`src/rtl/rowfix_pkg.sv`:
```
package rowfix_pkg;
  typedef struct packed {
    logic act_n;
    logic ras_n;
    logic cas_n;
    logic we_n;
  } ctl_pins_t;

  localparam ctl_pins_t PINS_DES  = '{act_n: 1'b1, ras_n: 1'b1, cas_n: 1'b1, we_n: 1'b1};
  localparam ctl_pins_t PINS_ACT  = '{act_n: 1'b0, ras_n: 1'b1, cas_n: 1'b1, we_n: 1'b1};
  localparam ctl_pins_t PINS_MRS  = '{act_n: 1'b1, ras_n: 1'b0, cas_n: 1'b0, we_n: 1'b0};
  localparam ctl_pins_t PINS_WR   = '{act_n: 1'b1, ras_n: 1'b1, cas_n: 1'b0, we_n: 1'b0};
  localparam ctl_pins_t PINS_PREA = '{act_n: 1'b1, ras_n: 1'b0, cas_n: 1'b1, we_n: 1'b0};

  localparam int unsigned STEP_W    = 4;
  localparam int unsigned NUM_STEPS = 11;
  localparam logic [3:0]  BA_MR0    = 4'h0;
  localparam logic [3:0]  BA_MR4    = 4'h1;
  localparam logic [15:0] MR4_REPAIR_BIT = 16'h0020;
endpackage

```
`src/rtl/rowfix_step_decode.sv`:
```
module rowfix_step_decode
  import rowfix_pkg::*;
#(
  parameter int unsigned ROW_W    = 18,
  parameter int unsigned TW       = 8,
  parameter int unsigned CNT_W    = 11,
  parameter int unsigned TMOD     = 24,
  parameter int unsigned PGM_EXIT = 18
) (
  input  logic [STEP_W-1:0] step_i,
  input  logic [15:0]       mr0_i,
  input  logic [15:0]       mr4_i,
  input  logic [3:0]        tgt_ba_i,
  input  logic [ROW_W-1:0]  tgt_row_i,
  input  logic [TW-1:0]     trcd_i,
  input  logic [TW-1:0]     twr_i,
  input  logic [TW-1:0]     cwl_i,
  input  logic [TW-1:0]     al_i,
  input  logic [TW-1:0]     pl_i,
  output ctl_pins_t         pins_o,
  output logic [ROW_W-1:0]  addr_o,
  output logic [3:0]        ba_o,
  output logic [CNT_W-1:0]  gap_o
);
  localparam logic [CNT_W-1:0] GAP_MRS  = CNT_W'(TMOD);
  localparam logic [CNT_W-1:0] GAP_EXIT = CNT_W'(PGM_EXIT + 1);
  localparam logic [ROW_W-1:0] ADDR_ALL = ROW_W'(1) << 10;

  logic [CNT_W-1:0] trcd_gap;
  logic [CNT_W-1:0] wr_gap;

  assign trcd_gap = (trcd_i == '0) ? CNT_W'(1) : CNT_W'(trcd_i);
  assign wr_gap   = CNT_W'(twr_i) + CNT_W'(cwl_i) + CNT_W'(al_i) + CNT_W'(pl_i) + CNT_W'(10);

  always_comb begin
    pins_o = PINS_MRS;
    addr_o = '0;
    ba_o   = BA_MR0;
    gap_o  = GAP_MRS;
    case (step_i)
      4'd0: begin pins_o = PINS_PREA; addr_o = ADDR_ALL; gap_o = trcd_gap; end
      4'd1: begin addr_o = ROW_W'(mr4_i | MR4_REPAIR_BIT); ba_o = BA_MR4; end
      4'd2: addr_o = ROW_W'(16'h0CFF);
      4'd3: addr_o = ROW_W'(16'h07FF);
      4'd4: addr_o = ROW_W'(16'h0BFF);
      4'd5: addr_o = ROW_W'(16'h03FF);
      4'd6: begin pins_o = PINS_ACT; addr_o = tgt_row_i; ba_o = tgt_ba_i; gap_o = trcd_gap; end
      4'd7: begin pins_o = PINS_WR; ba_o = tgt_ba_i; gap_o = wr_gap; end
      4'd8: begin pins_o = PINS_PREA; addr_o = ADDR_ALL; gap_o = GAP_EXIT; end
      4'd9: begin addr_o = ROW_W'(mr4_i); ba_o = BA_MR4; end
      default: addr_o = ROW_W'(mr0_i);
    endcase
  end
endmodule

```
`src/rtl/rowfix_gap_timer.sv`:
```
module rowfix_gap_timer #(
  parameter int unsigned CNT_W = 11
) (
  input  logic             clk,
  input  logic             rst_n,
  input  logic             load_i,
  input  logic [CNT_W-1:0] val_i,
  output logic             expired_o
);
  logic [CNT_W-1:0] cnt_q;
  logic [CNT_W-1:0] cnt_d;

  always_comb begin
    cnt_d = cnt_q;
    if (load_i)            cnt_d = val_i;
    else if (cnt_q != '0)  cnt_d = cnt_q - CNT_W'(1);
  end

  always_ff @(posedge clk or negedge rst_n) begin
    if (!rst_n) cnt_q <= '0;
    else        cnt_q <= cnt_d;
  end

  assign expired_o = (cnt_q == '0);
endmodule

```
`src/rtl/rowfix_seq.sv`:
```
module rowfix_seq
  import rowfix_pkg::*;
#(
  parameter int unsigned NDEV     = 18,
  parameter int unsigned ROW_W    = 18,
  parameter int unsigned PORT_W   = 1,
  parameter int unsigned MRANK_W  = 3,
  parameter int unsigned SRANK_W  = 3,
  parameter int unsigned TW       = 8,
  parameter int unsigned TMOD     = 24,
  parameter int unsigned PGM_EXIT = 18
) (
  input  logic               clk,
  input  logic               rst_n,
  input  logic               start_i,
  input  logic [PORT_W-1:0]  req_port_i,
  input  logic [MRANK_W-1:0] req_mrank_i,
  input  logic [SRANK_W-1:0] req_srank_i,
  input  logic [1:0]         req_bg_i,
  input  logic [1:0]         req_bank_i,
  input  logic [ROW_W-1:0]   req_row_i,
  input  logic [NDEV-1:0]    req_sel_i,
  input  logic               cfg_ddr4_i,
  input  logic [15:0]        cfg_mr0_i,
  input  logic [15:0]        cfg_mr4_i,
  input  logic [TW-1:0]      cfg_trcd_i,
  input  logic [TW-1:0]      cfg_twr_i,
  input  logic [TW-1:0]      cfg_cwl_i,
  input  logic [TW-1:0]      cfg_al_i,
  input  logic [TW-1:0]      cfg_pl_i,
  input  logic               refresh_req_i,
  output logic               refresh_en_o,
  output logic               cmd_act_n_o,
  output logic               cmd_ras_n_o,
  output logic               cmd_cas_n_o,
  output logic               cmd_we_n_o,
  output logic [ROW_W-1:0]   cmd_addr_o,
  output logic [3:0]         cmd_ba_o,
  output logic [PORT_W-1:0]  cmd_port_o,
  output logic [MRANK_W-1:0] cmd_mrank_o,
  output logic [SRANK_W-1:0] cmd_srank_o,
  output logic [NDEV-1:0]    wr_pat_o,
  output logic               busy_o,
  output logic               done_o,
  output logic               err_o
);
  localparam int unsigned CNT_W = TW + 3;
  localparam int unsigned SYNC_STAGES = 2;

  // reset: asserted at once, released through a short flop chain
  logic [SYNC_STAGES-1:0] rst_chain_q;
  logic                   rst_sync_q;

  always_ff @(posedge clk or negedge rst_n) begin
    if (!rst_n) rst_chain_q <= '0;
    else        rst_chain_q <= {rst_chain_q[SYNC_STAGES-2:0], 1'b1};
  end
  assign rst_sync_q = rst_chain_q[SYNC_STAGES-1];

  // state
  logic               busy_q, busy_d;
  logic [STEP_W-1:0]  step_q, step_d;
  logic               done_q, done_d;
  logic               err_q, err_d;
  logic               ref_q, ref_d;
  logic               saved_q, saved_d;
  logic [PORT_W-1:0]  port_q;
  logic [MRANK_W-1:0] mrank_q;
  logic [SRANK_W-1:0] srank_q;
  logic [3:0]         tgt_ba_q;
  logic [ROW_W-1:0]   row_q;
  logic [NDEV-1:0]    pat_q, pat_d;
  ctl_pins_t          pins_q, pins_d;
  logic [ROW_W-1:0]   addr_q, addr_d;
  logic [3:0]         ba_q, ba_d;

  // control terms
  logic             accept, reject, fire, last_step, issue, finish;
  logic             tmr_expired, tmr_load;
  logic [CNT_W-1:0] tmr_val;
  ctl_pins_t        dec_pins;
  logic [ROW_W-1:0] dec_addr;
  logic [3:0]       dec_ba;
  logic [CNT_W-1:0] dec_gap;

  rowfix_step_decode #(
    .ROW_W(ROW_W), .TW(TW), .CNT_W(CNT_W), .TMOD(TMOD), .PGM_EXIT(PGM_EXIT)
  ) u_decode (
    .step_i   (step_q),
    .mr0_i    (cfg_mr0_i),
    .mr4_i    (cfg_mr4_i),
    .tgt_ba_i (tgt_ba_q),
    .tgt_row_i(row_q),
    .trcd_i   (cfg_trcd_i),
    .twr_i    (cfg_twr_i),
    .cwl_i    (cfg_cwl_i),
    .al_i     (cfg_al_i),
    .pl_i     (cfg_pl_i),
    .pins_o   (dec_pins),
    .addr_o   (dec_addr),
    .ba_o     (dec_ba),
    .gap_o    (dec_gap)
  );

  rowfix_gap_timer #(.CNT_W(CNT_W)) u_timer (
    .clk      (clk),
    .rst_n    (rst_sync_q),
    .load_i   (tmr_load),
    .val_i    (tmr_val),
    .expired_o(tmr_expired)
  );

  assign accept    = start_i && !busy_q && cfg_ddr4_i;
  assign reject    = start_i && !busy_q && !cfg_ddr4_i;
  assign fire      = busy_q && tmr_expired;
  assign last_step = (step_q == STEP_W'(NUM_STEPS));
  assign issue     = fire && !last_step;
  assign finish    = fire && last_step;
  assign tmr_load  = accept || issue;
  assign tmr_val   = accept ? '0 : (dec_gap - CNT_W'(1));

  always_comb begin
    busy_d  = busy_q;
    step_d  = step_q;
    ref_d   = ref_q;
    saved_d = saved_q;
    pat_d   = pat_q;
    done_d  = finish;
    err_d   = reject;
    if (accept) begin
      busy_d  = 1'b1;
      step_d  = '0;
      ref_d   = 1'b0;
      saved_d = refresh_req_i;
      pat_d   = ~req_sel_i;
    end else if (finish) begin
      busy_d  = 1'b0;
      ref_d   = saved_q;
      pat_d   = '1;
    end else if (!busy_q) begin
      ref_d   = refresh_req_i;
    end
    if (issue) step_d = step_q + STEP_W'(1);
    pins_d = issue ? dec_pins : PINS_DES;
    addr_d = issue ? dec_addr : '0;
    ba_d   = issue ? dec_ba   : '0;
  end

  always_ff @(posedge clk or negedge rst_sync_q) begin
    if (!rst_sync_q) begin
      busy_q  <= 1'b0;
      step_q  <= '0;
      done_q  <= 1'b0;
      err_q   <= 1'b0;
      ref_q   <= 1'b0;
      saved_q <= 1'b0;
      pat_q   <= '1;
      pins_q  <= PINS_DES;
      addr_q  <= '0;
      ba_q    <= '0;
    end else begin
      busy_q  <= busy_d;
      step_q  <= step_d;
      done_q  <= done_d;
      err_q   <= err_d;
      ref_q   <= ref_d;
      saved_q <= saved_d;
      pat_q   <= pat_d;
      pins_q  <= pins_d;
      addr_q  <= addr_d;
      ba_q    <= ba_d;
    end
  end

  // request fields, loaded only on acceptance
  always_ff @(posedge clk or negedge rst_sync_q) begin
    if (!rst_sync_q) begin
      port_q   <= '0;
      mrank_q  <= '0;
      srank_q  <= '0;
      tgt_ba_q <= '0;
      row_q    <= '0;
    end else if (accept) begin
      port_q   <= req_port_i;
      mrank_q  <= req_mrank_i;
      srank_q  <= req_srank_i;
      tgt_ba_q <= {req_bank_i, req_bg_i};
      row_q    <= req_row_i;
    end
  end

  assign refresh_en_o = ref_q;
  assign cmd_act_n_o  = pins_q.act_n;
  assign cmd_ras_n_o  = pins_q.ras_n;
  assign cmd_cas_n_o  = pins_q.cas_n;
  assign cmd_we_n_o   = pins_q.we_n;
  assign cmd_addr_o   = addr_q;
  assign cmd_ba_o     = ba_q;
  assign cmd_port_o   = port_q;
  assign cmd_mrank_o  = mrank_q;
  assign cmd_srank_o  = srank_q;
  assign wr_pat_o     = pat_q;
  assign busy_o       = busy_q;
  assign done_o       = done_q;
  assign err_o        = err_q;
endmodule

```
`config.mk`:
```
export PLATFORM = sky130hd
export DESIGN_NAME = rowfix_seq
export DESIGN_NICKNAME = d
export VERILOG_FILES = /design/src/rtl/rowfix_pkg.sv /design/src/rtl/rowfix_step_decode.sv /design/src/rtl/rowfix_gap_timer.sv /design/src/rtl/rowfix_seq.sv
export SDC_FILE = /design/constraint.sdc
export NUM_CORES = 1
export LEC_CHECK = 0
export BUFFER_PORTS_ARGS = -buffer_cell sky130_fd_sc_hd__buf_2
export CAP_MARGIN = 20
export CORE_ASPECT_RATIO = 1.1
export CORE_UTILIZATION = 52
export DETAILED_ROUTE_END_ITERATION = 8
export GPL_TIMING_DRIVEN = 0
export PLACE_DENSITY = 0.81
export SYNTH_ARGS = -nofsm -noshare
export SYNTH_HDL_FRONTEND = slang
export SYNTH_HIERARCHICAL = 1
export SYNTH_SLANG_ARGS = --single-unit
```
`constraint.sdc`:
```
create_clock -name clk -period 3.2 [get_ports clk]
set_input_delay 0.48 -clock clk [delete_from_list [all_inputs] [get_ports clk]]
set_output_delay 0.48 -clock clk [all_outputs]
set_load 0.01 [all_outputs]
```
Yosys cells after proc, flatten, opt, wreduce, memory -nomap -nowiden
Index checks and enable logic that the tools add are counted.
W data, S select, Z words.
{"block": "classes", "add_sub_neg": 7, "n_mul": 0, "div": 0, "order_cmp": 0, "n_eq_ne": 11, "n_shift": 0, "muxes": 20, "bitwise": 1, "reduce_logical": 21}
{"op": "$pmux W18 S9", "count": 1}
{"op": "$mux W18", "count": 3}
{"op": "$mux W11", "count": 3}
{"op": "$pmux W11 S3", "count": 1}
{"op": "$add A11 B8 Y11", "count": 2}
{"op": "$sub A11 B1 Y11 const B", "count": 2}
{"op": "$not A18 Y18", "count": 1}
{"op": "$eq A4 B3 Y1 const B", "count": 4}
{"op": "$mux W4", "count": 4}
{"op": "$eq A4 B4 Y1 const B", "count": 3}
{"op": "$pmux W4 S3", "count": 1}
{"op": "$add A11 B4 Y11 const B", "count": 1}
{"op": "$logic_not A11 Y1", "count": 1}
{"op": "$reduce_bool A11 Y1", "count": 1}
{"op": "$add A8 B8 Y9", "count": 1}
{"op": "$eq A4 B2 Y1 const B", "count": 2}
{"op": "$logic_not A8 Y1", "count": 1}
{"op": "$mux W8", "count": 1}
{"op": "$pmux W4 S2", "count": 1}
{"op": "$reduce_or A2 Y1", "count": 4}
{"op": "$logic_and A1 B1 Y1", "count": 6}
{"op": "$reduce_bool A2 Y1", "count": 3}
{"op": "$mux W1", "count": 5}
{"op": "$add A4 B1 Y4 const B", "count": 1}
{"op": "5 further kinds", "count": 7}
{"block": "totals", "register_bits": 95, "latchBits": 0, "mem_bits_rw": 0, "romBits": 0, "input_bits": 124, "out_inout_bits": 55, "word_cells": 80, "n_memories": 0}

Logic depth before layout (Yosys ltp)
Gate-level depths: netlist (run 1).
{"block": "depth", "ltp_word": 8, "mapped_depth": 21, "ltp_nobuf": 21}

Modules after synthesis
The synthesis (run 1) kept the hierarchy.
{"mod": "rowfix_seq", "n_inst": 1, "cells_each": 323, "area_per_inst_um2": 3353.2, "seq_area_each_um2": 2129.5}
{"mod": "rowfix_step_decode", "n_inst": 1, "cells_each": 255, "area_per_inst_um2": 1719.1, "seq_area_each_um2": 0.0}
{"mod": "rowfix_gap_timer", "n_inst": 1, "cells_each": 63, "area_per_inst_um2": 626.9, "seq_area_each_um2": 275.3}

Least setup slack after synthesis (run 1)
Ideal clock, no wire load.
{"block": "synth_path", "kind": "input-to-reg", "startpoint": "input cfg_twr_i[0]", "endpoint": "register u_timer.cnt_q[9]", "setup_time_ns": 0.065, "arrival_time_ns": 4.432, "required_time_ns": 3.135, "setup_slack_ns": -1.297, "cell_stages": 17, "n_path_buf": 0, "path_cell_list": "ha_1 > inv_1 > fa_1 > xor2_1 > fa_1 > fa_1 > inv_1 > ha_1 > a211oi_1 > o21ai_0 > a21oi_1 > xor2_1 > o21ai_0 > or3_1 > or4_4 > a21oi_2 > a22o_1"}
{"block": "synth_between", "elab_chain_len": 8}
{"item": "from (decl)", "line": "rowfix_seq.sv:27", "text": "input logic [TW-1:0] cfg_twr_i,"}
{"item": "$add A8 B8 Y9", "line": "rowfix_step_decode.sv:33", "text": "assign wr_gap = CNT_W'(twr_i) + CNT_W'(cwl_i) + CNT_W'(al_i) + CNT_W'(pl_i) + CNT_W'(10);"}
{"item": "$add A11 B8 Y11 (2 in a row)", "line": "rowfix_step_decode.sv:33"}
{"item": "$add A11 B4 Y11", "line": "rowfix_step_decode.sv:33"}
{"item": "$pmux W11 S3", "line": "rowfix_step_decode.sv:40", "text": "case (step_i)"}
{"item": "named net dec_gap[7]", "line": "rowfix_seq.sv:84", "text": "logic [CNT_W-1:0] dec_gap;"}
{"item": "$sub A11 B1 Y11", "line": "rowfix_seq.sv:120", "text": "assign tmr_val = accept ? '0 : (dec_gap - CNT_W'(1));"}
{"item": "$mux W11", "line": "rowfix_seq.sv:120"}
{"item": "named net tmr_val[9]", "line": "rowfix_seq.sv:80", "text": "logic [CNT_W-1:0] tmr_val;"}
{"item": "$mux W11", "line": "rowfix_gap_timer.sv:15", "text": "if (load_i) cnt_d = val_i;"}
{"item": "to (signal assigned)", "line": "rowfix_gap_timer.sv:21", "text": "else cnt_q <= cnt_d;"}
{"item": "to (decl)", "line": "rowfix_gap_timer.sv:10", "text": "logic [CNT_W-1:0] cnt_q;"}
The timed path passes the listed nets, and every way through them passes these cells.
A chain may end at the register's enable or synchronous reset.

Worst setup path after layout (run 1)
{"block": "layout_path", "startpoint": "input cfg_cwl_i[0]", "endpoint": "register u_timer.cnt_q[9]"}
{"block": "layout_between", "elab_chain_len": 8}
{"item": "from (decl)", "line": "rowfix_seq.sv:28", "text": "input logic [TW-1:0] cfg_cwl_i,"}
{"item": "$add A8 B8 Y9", "line": "rowfix_step_decode.sv:33"}
{"item": "$add A11 B8 Y11 (2 in a row)", "line": "rowfix_step_decode.sv:33"}
{"item": "$add A11 B4 Y11", "line": "rowfix_step_decode.sv:33"}
{"item": "$pmux W11 S3", "line": "rowfix_step_decode.sv:40"}
{"item": "named net dec_gap[4]", "line": "rowfix_seq.sv:84"}
{"item": "$sub A11 B1 Y11", "line": "rowfix_seq.sv:120"}
{"item": "$mux W11", "line": "rowfix_seq.sv:120"}
{"item": "named net tmr_val[9]", "line": "rowfix_seq.sv:80"}
{"item": "$mux W11", "line": "rowfix_gap_timer.sv:15"}
The timed path passes the listed nets, and every way through them passes these cells.

==> results of run 1 <==
flip-flops by register name, summed over array words and instances (netlist names), 2 cells and up:
signal         count
tgt_ba_q           4
u_timer/cnt_q     11
wr_pat_o          18
cmd_mrank_o        3
step_q             4
cmd_ba_o           4
rst_chain_q        2
cmd_srank_o        3
row_q             18
cmd_addr_o        18
worst max path at each step:
stage,from,end,slack [ps],cells past startpoint
after floorplan,cfg_twr_i[0],u_timer/cnt_q[9],-1120,17
after global placement,cfg_twr_i[0],u_timer/cnt_q[9],-1400,19
after detailed placement,cfg_twr_i[1],u_timer/cnt_q[9],-1530,18
after CTS,cfg_cwl_i[0],u_timer/cnt_q[9],-990,20
after global routing,cfg_twr_i[4],u_timer/cnt_q[9],-1190,18
final,cfg_cwl_i[0],u_timer/cnt_q[9],-1030,20
Yosys cell counts (7+ instances only):
cell	number	area, um^2
inv_1	52	195
dfstp_2	22	578
or3_1	9	56.3
buf_2	7	35.0
nand2_1	118	443
clkbuf_1	22	82.6
nor4_1	7	43.8
nor2_1	50	188
ha_1	26	325
nor2b_1	8	50.1
o21ai_0	22	110
and2_1	24	150
nor3_1	10	50.1
xnor2_1	12	105
a22oi_1	19	143
nand2b_1	7	43.8
a211oi_1	19	143
fa_1	10	200
a21oi_1	16	80.1
nand3_1	8	40.0
dfrtp_1	73	1830
o31ai_1	7	52.6
stage by stage:
stage	setup TNS, ps	hold slack [ps]
2_1_floorplan	-7030	184
3_3_place_gp	-45960	264
3_5_place_dp	-9940	267
4_1_cts	-6370	280
5_1_grt	-7710	281
6_report	-6680	284
worst max-delay path: stages:
cell	delay, ps
buf_8	70
ha_4	140
inv_2	40
fa_2	360
xor2_2	190
fa_2	530
inv_2	50
ha_4	260
ha_4	130
inv_2	40
fa_2	350
xnor2_1	140
nor2_1	90
a21oi_1	70
or2_1	250
or3_4	380
buf_6	140
or4_4	500
a21oi_2	150
a22o_1	150
what timing repair did:
item | CTS | global route
pin swaps | 36 | 8
gates resized for setup | 28 | 18
hold endpoints to repair | 2 | 0
hold buffers | 1 | 0
endpoints found under the setup margin | 8 | 11
setup buffers | 10 | 1
cloned | 1 | 0
layout make-up:
class	count	area [um^2]
buffer	32	138
clock buffer	12	279
clock inverter	4	53.8
fill	743	2920
inverter	54	204
multi-input combinational	460	3330
sequential	95	2410
tap	143	179
timing repair buffer	191	1030
cells by family (layout without fill, tap and decap cells):
| family | count (synthesis) | after routing | synth area share [%] |
|---|---|---|---|
| adders and majority gates | 36 | 36 | 9.22 |
| buffers and inverters | 86 | 293 | 5.97 |
| and+or+nand+nor | 274 | 274 | 23.4 |
| AOI/OAI and AO/OA | 124 | 124 | 15.1 |
| muxes | 7 | 7 | 1.27 |
| xor gates and xnor gates | 18 | 18 | 2.77 |
| DFF | 95 | 95 | 42.2 |
| other | 1 | 1 | 0.0658 |
power by group through the flow:
stage                     clock network (mW)  registers (mW)  logic [mW]
after floorplan                            0            1.98        1.73
after global placement                     0            1.93        2.36
after detailed placement                   0            1.95        2.49
after CTS                               1.17            1.94        2.76
after global routing                    1.24            1.99        3.18
final                                   1.17            1.94        2.90
cell usage in the layout, fill, tap and decap left out, types with 7 or more instances in the layout:
cell type and instances:
a21oi_2 7, o21ai_1 8, nand2_1 117, nor2_1 49, dfstp_2 22, clkbuf_1 22, or3_1 7, nand2b_1 7
a21oi_1 10, o21ai_0 15, dfrtp_1 72, nor2b_1 8, ha_1 10, nor3_1 9, ha_4 16, xnor2_1 9
buf_2 182, and2_1 24, inv_1 47, a211oi_1 17, a22oi_1 18, buf_4 10, nand3_1 8, clkbuf_16 11
layer usage:
layer  part of all wire, %  routed length, um
met3                   6.3               1010
met4                   3.1                502
met1                    39               6270
met5                     0                  0
met2                    51               8220
==> results by group, run 1 <==
Route
  – DRC: 0
  – Routed vias/inst: 5.55
  – Routed len/inst: 16.1 um
  – Antenna Violating Nets Remaining: 0
  – Final wirelength: 16000 um
  – Via count: 5505
  – Pre-antenna DRT Iters: 5
  – Initial drt markers: between 300 and 400

Final layout
  – Area growth from synthesis to layout: 33.8%
  – Ant diodes: 0
  – Final #Nets: 1003
  – Final instance area: ~7600 um^2
  – Layout Utilization: 72.3%
  – Share of cells above drive strength 1: 36.1%
  – Non-Filler Instances: 991

Clocking
  – Clock Path Buffers: 2
  – CTS tree: built
  – Clk Latency, worst-skew pair: 340 ps
  – Htree depth: 3
  – Clk slew on worst S/H paths: 70 ps
  – CTS buffer count: 9
  – Clk sink count: 95
  – Clk root buf: clkbuf_16

Pwr
  – Switching fraction of total power: 38.8%
  – PnR Total Power: between 6 and 7 mW
  – NetSw: 2.34 mW
  – Pleak: 3.80 nW
  – P_int: roughly 3.7 mW
  – Pwr/cell area: 789 nW/um^2
  – Register share of total power: 32.3%
  – Clk pwr share: just under 20%
  – VDD IR max: 394 uV
  – Logic pwr share: 48.3%

Placed design
  – Post-place setup slack: -1530 ps
  – Placed instance count: roughly 960
  – Post-DP Area: 6920 um^2
  – Final Wtd Congestion: 0.926
  – PortBufs: 178
  – DPL Wire Length: ~11000 um

Critical path
  – Reg-to-reg slack, setup: 150 ps
  – Worst reg2reg path endpoint: u_timer/cnt_q[9]
  – CP required: 3480 ps
  – Worst EP arrival: 4510 ps
  – CP Capture Type: flop
  – Reg2Reg Depth: 11
  – CP Class: primary input to flop
  – Worst r2r src: step_q[1]
  – Crit start category: primary input
  – Max FO, Critical Path: 5

Die
  – Initial Util: a little over half
  – Top Ports: 179
  – Die footprint: 11400 um^2
  – Die width: slightly above 100 um
  – Die height: roughly 110 um
  – Row cnt: 39
  – Core area: 10500 um^2

Global route
  – Largest net degree at the start of global routing: 53
  – Grt total ovfl: 0
  – Met3 Use GR: 5.71%
  – Global Route met1 Usage: 33.7%
  – Total track usage: approximately 28%
  – First-pass GRT wire length: 25200 um
  – Most Used Layer, Global Route: met2
  – Initial antenna violation count: 0
  – Vias in the first global route: about 5400
  – Met2 global-route usage: 49.9%

Worst hold path
  – Hold_sp: req_sel_i[3]
  – HP Class: primary input to flop
  – Hold Crit Endpoint: wr_pat_o[3]
  – Hold path depth: 2

Flow run
  – MaxCap Viol Count: 0

Synth
  – Ys async rst share: 100%
  – #FFs+latches synth: 95
  – Post-Synthesis Cells: 641
  – Yosys warning total: 6
  – Synth Net Count: between 800 and 900
  – Mapped cell area: 5700 um^2
  – Sequential area share after synthesis: 42.2%
  – Prevailing post-synth register cell: dfrtp_1
  – Cell variety after synth: 65
  – Avg Cell Area, Syn: 8.89 um^2
  – Post-synth EDFFs: 0

Status
  – Status: complete, but fails checks
  – Failing checks: setup timing

Timing
  – Max Freq: 236 MHz
  – Endpoints failing setup: 8
  – Tightest Pin Transition: 682 ps
  – Setup Skew: 6.97 ps
  – Post-route minimum period: around 4200 ps
  – Period utilisation layout: 132%
  – Max-slew violations: 0
  – Final Hold Vio Count: 0
  – Final WS setup: -1030 ps
  – Unrepaired setup endpoints after global routing: yes
  – Rel. slew slack: 54.4%
(Power assumes the default switching activity.)
==> inputs of run 2 (changes only) <==
Settings changed: PLACE_DENSITY 0.81 to default, PLACE_DENSITY_LB_ADDON from default to 0.25.
Clock period 3.2 ns to 4.5 ns, I/O delays scaled along.
==> run 2 against run 1 <==
  * Combinational power down 33%
  * Sequential share of layout area up 0.54 points
  * Hold slack worse by 180 ps
  * The flow now finishes without violations
  * Final cell count decreased by 0.40%
  * Setup slack improved by 1100 ps
  * Routed wire length fell by 2.7%
==> results by group, run 2 (synthesis results as in run 1) <==
Status
  – Status: finished, final reports clean

Critical path
  – CP max stage delay: 490 ps (-40 ps)
  – Reg2Reg Depth: 8 (-3)
  – CP Capture Type: flop
  – CP max stage cell: fa_1
  – CP required: 4780 ps (+1300 ps)
  – Worst EP arrival: 4740 ps (+230 ps)
  – Crit start category: primary input
  – Critical Path, Cell by Cell: buf_6 -> ha_4 -> inv_2 -> fa_2 -> nor2b_2 -> o21ai_2 -> a21oi_2 -> a211oi_2 -> xor2_1 -> fa_1 -> inv_1 -> ha_4 -> ha_4 -> and3b_1 -> o31ai_2 -> o211ai_2 -> or3_4 -> or4_4 -> a21oi_2 -> a22o_1
  – Max FO, Critical Path: 6 (+1)
  – CP Class: primary input to flop
  – Worst path most repeated cell: ha_4

Die
  – Die height: 112 um (unchanged)
  – Initial Util: 54.1% (unchanged)
  – Top Ports: 179 (unchanged)
  – Die footprint: 11400 um^2 (unchanged)
  – Core area: 10500 um^2 (unchanged)
  – Row cnt: 39 (unchanged)
  – Die width: 102 um (unchanged)

Route
  – DRC: 0 (unchanged)
  – Via count: 5427 (-1.4%)
  – Final wirelength: 15600 um (-2.7%)
  – Pre-antenna DRT Iters: 6 (+1)
  – Antenna Violating Nets Remaining: 0 (unchanged)
  – Routed vias/inst: 5.50 (-1.0%)
  – Routed len/inst: 15.8 um (-2.3%)
  – Initial drt markers: 325 (-18%)

Final layout
  – Ant diodes: 0 (unchanged)
  – Most common cell after layout, fill and taps aside: buf_2
  – Share of cells above drive strength 1: 34.6% (-1.5 points)
  – Final #Nets: 999 (-0.40%)
  – Fill cell count: 814 (+9.6%)
  – Most frequent cells in the layout: buf_2, nand2_1, dfrtp_1
  – Area growth from synthesis to layout: 31.5%
  – Final instance area: 7500 um^2 (-1.7%)

Global route
  – Largest net degree at the start of global routing: 54 (+1.9%)
  – Grt total ovfl: 0 (unchanged)
  – Vias in the first global route: 5256 (-2.5%)
  – First-pass GRT wire length: 24000 um (-4.7%)
  – Initial antenna violation count: 0 (unchanged)
  – Total track usage: 27.2% (-1.3 points)

Clocking
  – Htree depth: 3 (unchanged)
  – Clk sink count: 95 (unchanged)
  – CTS tree: built
  – CTS buffer count: 9 (unchanged)
  – Clk Latency, worst-skew pair: 340 ps (about the same)
  – Clock Path Buffers: 2 (unchanged)
  – Clk slew on worst S/H paths: 60 ps (about the same)
  – Clk root buf: clkbuf_16

Placed design
  – DPL Wire Length: 11200 um (-0.78%)
  – Final Wtd Congestion: 0.955 (+3.1%)
  – Post-DP Area: 6880 um^2 (-0.51%)
  – PortBufs: 178 (unchanged)

Worst hold path
  – HP Class: primary input to asynchronous set/reset pin

Timing
  – Unrepaired setup endpoints after global routing: yes
  – Max-slew violations: 0 (unchanged)
  – Max Freq: around 220 MHz
  – Post-route minimum period: 4460 ps
  – Endpoints failing setup: 0 (-8)
  – Setup Skew: 6.62 ps (-0.356 ps)
  – Rel. slew slack: 53.6% (-0.83 points)
  – Final Hold Vio Count: 0 (unchanged)
  – Period utilisation layout: 99.2%
  – Tightest Pin Transition: 696 ps (+14.5 ps)

Pwr
  – Pleak: 3.74 nW (-1.8%)
  – NetSw: 1.59 mW (-32%)
  – Clk pwr share: 19.1% (-0.3 points)
  – Switching fraction of total power: 38.7% (-0.077 points)
  – Pwr/cell area: 548 nW/um^2 (-31%)
  – P_int: 2.52 mW (-32%)
  – VDD IR max: 247 uV (-37%)
  – PnR Total Power: 4.11 mW (-32%)
  – Logic pwr share: 47.4% (-0.9 points)
  – Register share of total power: 33.6% (+1.3 points)

Flow run
  – MaxCap Viol Count: 0 (unchanged)
-- run 2: cell count changes in the layout (fill, tap and decap cells not counted), moves of 2 or more --
cell and change:
xnor2_2 -3, buf_4 -2, clkbuf_1 +2, buf_6 -2, ha_1 +2, xnor2_1 +3, ha_4 -2, o31ai_2 -2
o21ai_1 -2, o31ai_1 +2
-- run 2: power groups by stage --
| stage | Clock [mW] | Combinational (mW) | Sequential [mW] |
|---|---|---|---|
| after floorplan | 0 | 1.20 | 1.41 |
| after global placement | 0 | 1.65 | 1.37 |
| after detailed placement | 0 | 1.72 | 1.38 |
| after CTS | 0.793 | 1.80 | 1.37 |
| after global routing | 0.824 | 2.15 | 1.41 |
| final | 0.783 | 1.94 | 1.38 |
-- run 2: critical path: cells and delay by family --
family	cells	cell delay, ps
AOI/OAI and AO/OA	7	1070
xor gates and xnor gates	1	160
adders and majority gates	5	1420
buffers and inverters	3	180
and+or+nand+nor	4	1210
-- run 2: final cells by class --
| class | instances | area [um^2] | share of cell area, % |
|---|---|---|---|
| plain buffers | 31 | 125 | 1.67 |
| clock buffers | 12 | 258 | 3.44 |
| clock inverters | 4 | 52.6 | 0.701 |
| inverters | 54 | 204 | 2.72 |
| multi-input cells | 461 | 3290 | 43.8 |
| flip-flops and latches | 95 | 2410 | 32.1 |
| well taps | 143 | 179 | 2.39 |
| repair buffers | 187 | 983 | 13.1 |
-- run 2: through the flow --
stage,utilization [%],hold WS [ps],setup TNS [ps],instances,setup slack [ps]
after floorplan,-,331,-23.0,641,-23.0
after global placement,65.1,337,-1530,962,-327
after detailed placement,65.3,344,-1970,963,-435
after CTS,69.3,97.3,-29.7,980,-15.7
after global routing,71.1,102,-286,987,-104
final,71.1,106,0,987,36.5
-- run 2: path summary, 6_finish.rpt --
check                                  from                to  slack [ps]
max in group asynchronous    rst_chain_q[1]       cmd_ba_o[3]        3460
min                                   rst_n    rst_chain_q[1]         110
max reg2reg                u_timer/cnt_q[4]  u_timer/cnt_q[3]        1310
min in group clk             rst_chain_q[0]    rst_chain_q[1]         360
max                            cfg_cwl_i[0]  u_timer/cnt_q[9]          40
min reg2reg                  rst_chain_q[0]    rst_chain_q[1]         360
-- run 2: routing by layer --
| layer | part of all wire, % | global-route usage (%) | vias up |
|---|---|---|---|
| met5 | 0 | 0 | - |
| met3 | 6.7 | 5.02 | 39 |
| met1 | 39 | 31.8 | 2609 |
| met2 | 51 | 48.7 | 209 |
| li1 | - | - | 2570 |
| met4 | 3.1 | 10.2 | 0 |
-- run 2: timing repair --
item                       in CTS  in global routing
gates cloned                    0                  1
pin swaps                       6                 32
setup buffers                   1                  7
hold buffers                    0                  0
gates resized for setup        14                 22
setup endpoints to repair       3                  6
==> inputs of run 3 (changes only) <==
Settings changed: CORE_MARGIN from default to 5, RECOVER_POWER from default to 100.
==> run 3 against run 2 <==
  * Total power shrank 0.25%
  * Via count grew 0.20%
  * Sequential share of layout area is essentially flat
  * Routed wire length grew 2.8%
  * Critical endpoint unchanged
  * Largest power group unchanged
==> results by group, run 3 (synthesis results as in run 1) <==
Placed design
  – Post-DP Area: 6890 um^2 (+0.18%)
  – PortBufs: 178 (unchanged)
  – Post-place setup slack: -403 ps (+32.6 ps)
  – Final Wtd Congestion: 0.908 (-4.9%)
  – DPL Wire Length: 11800 um (+5.1%)

Pwr
  – Pwr/cell area: 547 nW/um^2 (-0.10%)
  – Pleak: 3.56 nW (-4.7%)
  – VDD IR max: 282 uV (+14%)

Critical path
  – Crit. Startpoint: cfg_twr_i[4]
  – Reg-to-reg slack, setup: 770 ps (-540 ps)
  – Max FO, Critical Path: 5 (-1)
  – CP required: 4780 ps (about the same)
  – CP Capture Type: flop
  – Worst EP arrival: 4700 ps (-40 ps)
  – Worst reg2reg path endpoint: u_timer/cnt_q[10]
  – CP Class: primary input to flop
  – Worst r2r src: u_timer/cnt_q[4]
  – Reg2Reg Depth: 7 (-1)
  – Crit start category: primary input

Final layout
  – Fill cell count: 877 (+7.7%)
  – Most common cell after layout, fill and taps aside: buf_2
  – Final #Nets: 1005 (+0.60%)
  – Area growth from synthesis to layout: 31.3%
  – Ant diodes: 0 (unchanged)
  – Share of cells above drive strength 1: 28.2% (-6.4 points)
  – Final instance area: 7480 um^2 (-0.15%)
  – Most frequent cells in the layout: buf_2, nand2_1, clkbuf_1

Clocking
  – CTS buffer count: 9 (unchanged)
  – CTS tree: built
  – Hold Buf Count CTS: 0 (unchanged)
  – Htree depth: 3 (unchanged)
  – Clock Path Buffers: 2 (unchanged)
  – Clk slew on worst S/H paths: 60 ps (about the same)
  – Clk Latency, worst-skew pair: 340 ps (about the same)
  – Clk sink count: 95 (unchanged)
  – Clk root buf: clkbuf_16

Timing
  – Endpoints failing setup: 0 (unchanged)
  – Max Freq: 226 MHz (+0.84%)
  – WHS: 100 ps (-5.11 ps)
  – Unrepaired setup endpoints after global routing: yes
  – Setup Skew: 9.52 ps (+2.90 ps)
  – Rel. slew slack: 4.83% (-49 points)
  – Final Hold Vio Count: 0 (unchanged)
  – Tightest Pin Transition: 1430 ps (+731 ps)
  – Period utilisation layout: 98.4% (-0.82 points)
  – Final WS setup: 73.5 ps (+37.0 ps)
  – Max-slew violations: 0 (unchanged)
  – Post-route minimum period: 4430 ps (-37.0 ps)

Flow run
  – MaxCap Viol Count: 0 (unchanged)

Die
  – Core area: 10800 um^2 (+2.6%)
  – Die width: 110 um (+7.9%)
  – Top Ports: 179 (unchanged)
  – Row cnt: 40 (+2.6%)
  – Die height: 120 um (+7.2%)
  – Die footprint: 13200 um^2 (+16%)
  – Initial Util: 52.7% (-1.4 points)

Global route
  – First-pass GRT wire length: 25000 um (+4.1%)
  – Largest net degree at the start of global routing: 60 (+11%)
  – Grt total ovfl: 0 (unchanged)
  – Vias in the first global route: 5379 (+2.3%)
  – Initial antenna violation count: 0 (unchanged)
  – Total track usage: 23.7% (-3.4 points)

Route
  – Antenna Violating Nets Remaining: 0 (unchanged)
  – Final wirelength: 16000 um (+2.8%)
  – Pre-antenna DRT Iters: 5 (-1)
  – DRC: 0 (unchanged)
  – Routed len/inst: 16.1 um (+1.7%)
  – Routed vias/inst: 5.45 (-0.80%)
  – Initial drt markers: 330 (+1.5%)
  – Via count: 5438 (+0.20%)

Worst hold path
  – HP Class: primary input to asynchronous set/reset pin

Status
  – Status: finished, final reports clean
==> run 3: cell count changes in the layout (fill, tap and decap cells not counted), sizes merged <==
| cell | delta |
|---|---|
| clkbuf | +59 |
| or3 | -1 |
| buf | -51 |
| clkinvlp | -1 |
| inv | -1 |
| clkinv | +1 |
==> run 3: stage by stage <==
step / total power, mW / util, % / instances / setup TNS [ps]
floorplan: 2.61 / - / 641 / -23.0
global placement: 3.03 / 63.5 / 966 / -1460
detailed placement: 3.11 / 63.8 / 967 / -1800
CTS: 3.92 / 66.9 / 983 / -7.70
global route: 4.40 / 69.2 / 997 / -252
finish: 4.10 / 69.2 / 997 / 0
==> run 3: layout make-up <==
type                            instances  area [um^2]  area share (%)
Buffer                                 32          133            1.77
Multi-Input combinational cell        460         3280            43.9
Sequential cell                        95         2400            32.1
Clock inverter                          3         43.8           0.585
Inverter                               54          204            2.72
Clock buffer                           13          250            3.34
Tap cell                              147          184            2.46
Timing Repair Buffer                  193          981            13.1
==> run 3: how the worst max path moves through the flow <==
stage	end	slack, ps	cells past startpoint
floorplan	u_timer/cnt_q[9]	-20	20
global placement	u_timer/cnt_q[9]	-330	21
detailed placement	u_timer/cnt_q[9]	-400	18
CTS	u_timer/cnt_q[9]	-8	20
global route	u_timer/cnt_q[9]	-150	20
finish	u_timer/cnt_q[9]	70	20
==> run 3: routing by layer <==
layer	track usage, %	wire length, um	vias to the layer above
li1	-	-	2580
met1	30.4	6360	2594
met2	40.0	8100	226
met3	4.30	1100	38
met4	8.26	451	0
met5	0	0	-
==> run 3: timing repair <==
action,4_1_cts,5_1_grt
pin swaps,1,36
cloned,0,1
setup endpoints to repair,3,6
gates resized for setup,7,44
setup buffers,0,13
==> run 3: where the power goes <==
group	total, mW	leakage [nW]	switching, mW	internal, mW
logic	1.96	2.25	1.09	0.874
clock network	0.751	0.144	0.304	0.447
registers	1.38	1.17	0.204	1.18
==> run 3: worst max-delay path, cell delays in order <==
cell and delay (ps):
buf_6 100, ha_4 290, nand3_2 80, o211ai_1 250
buf_4 160, nor2_1 40, xor2_1 140, fa_1 480
inv_1 40, ha_1 290, ha_1 400, o21ai_4 100
o21ai_1 200, a21oi_2 80, xor2_1 160, o21ai_2 80
or3_4 380, or4_4 490, a21oi_2 140, a22o_1 140
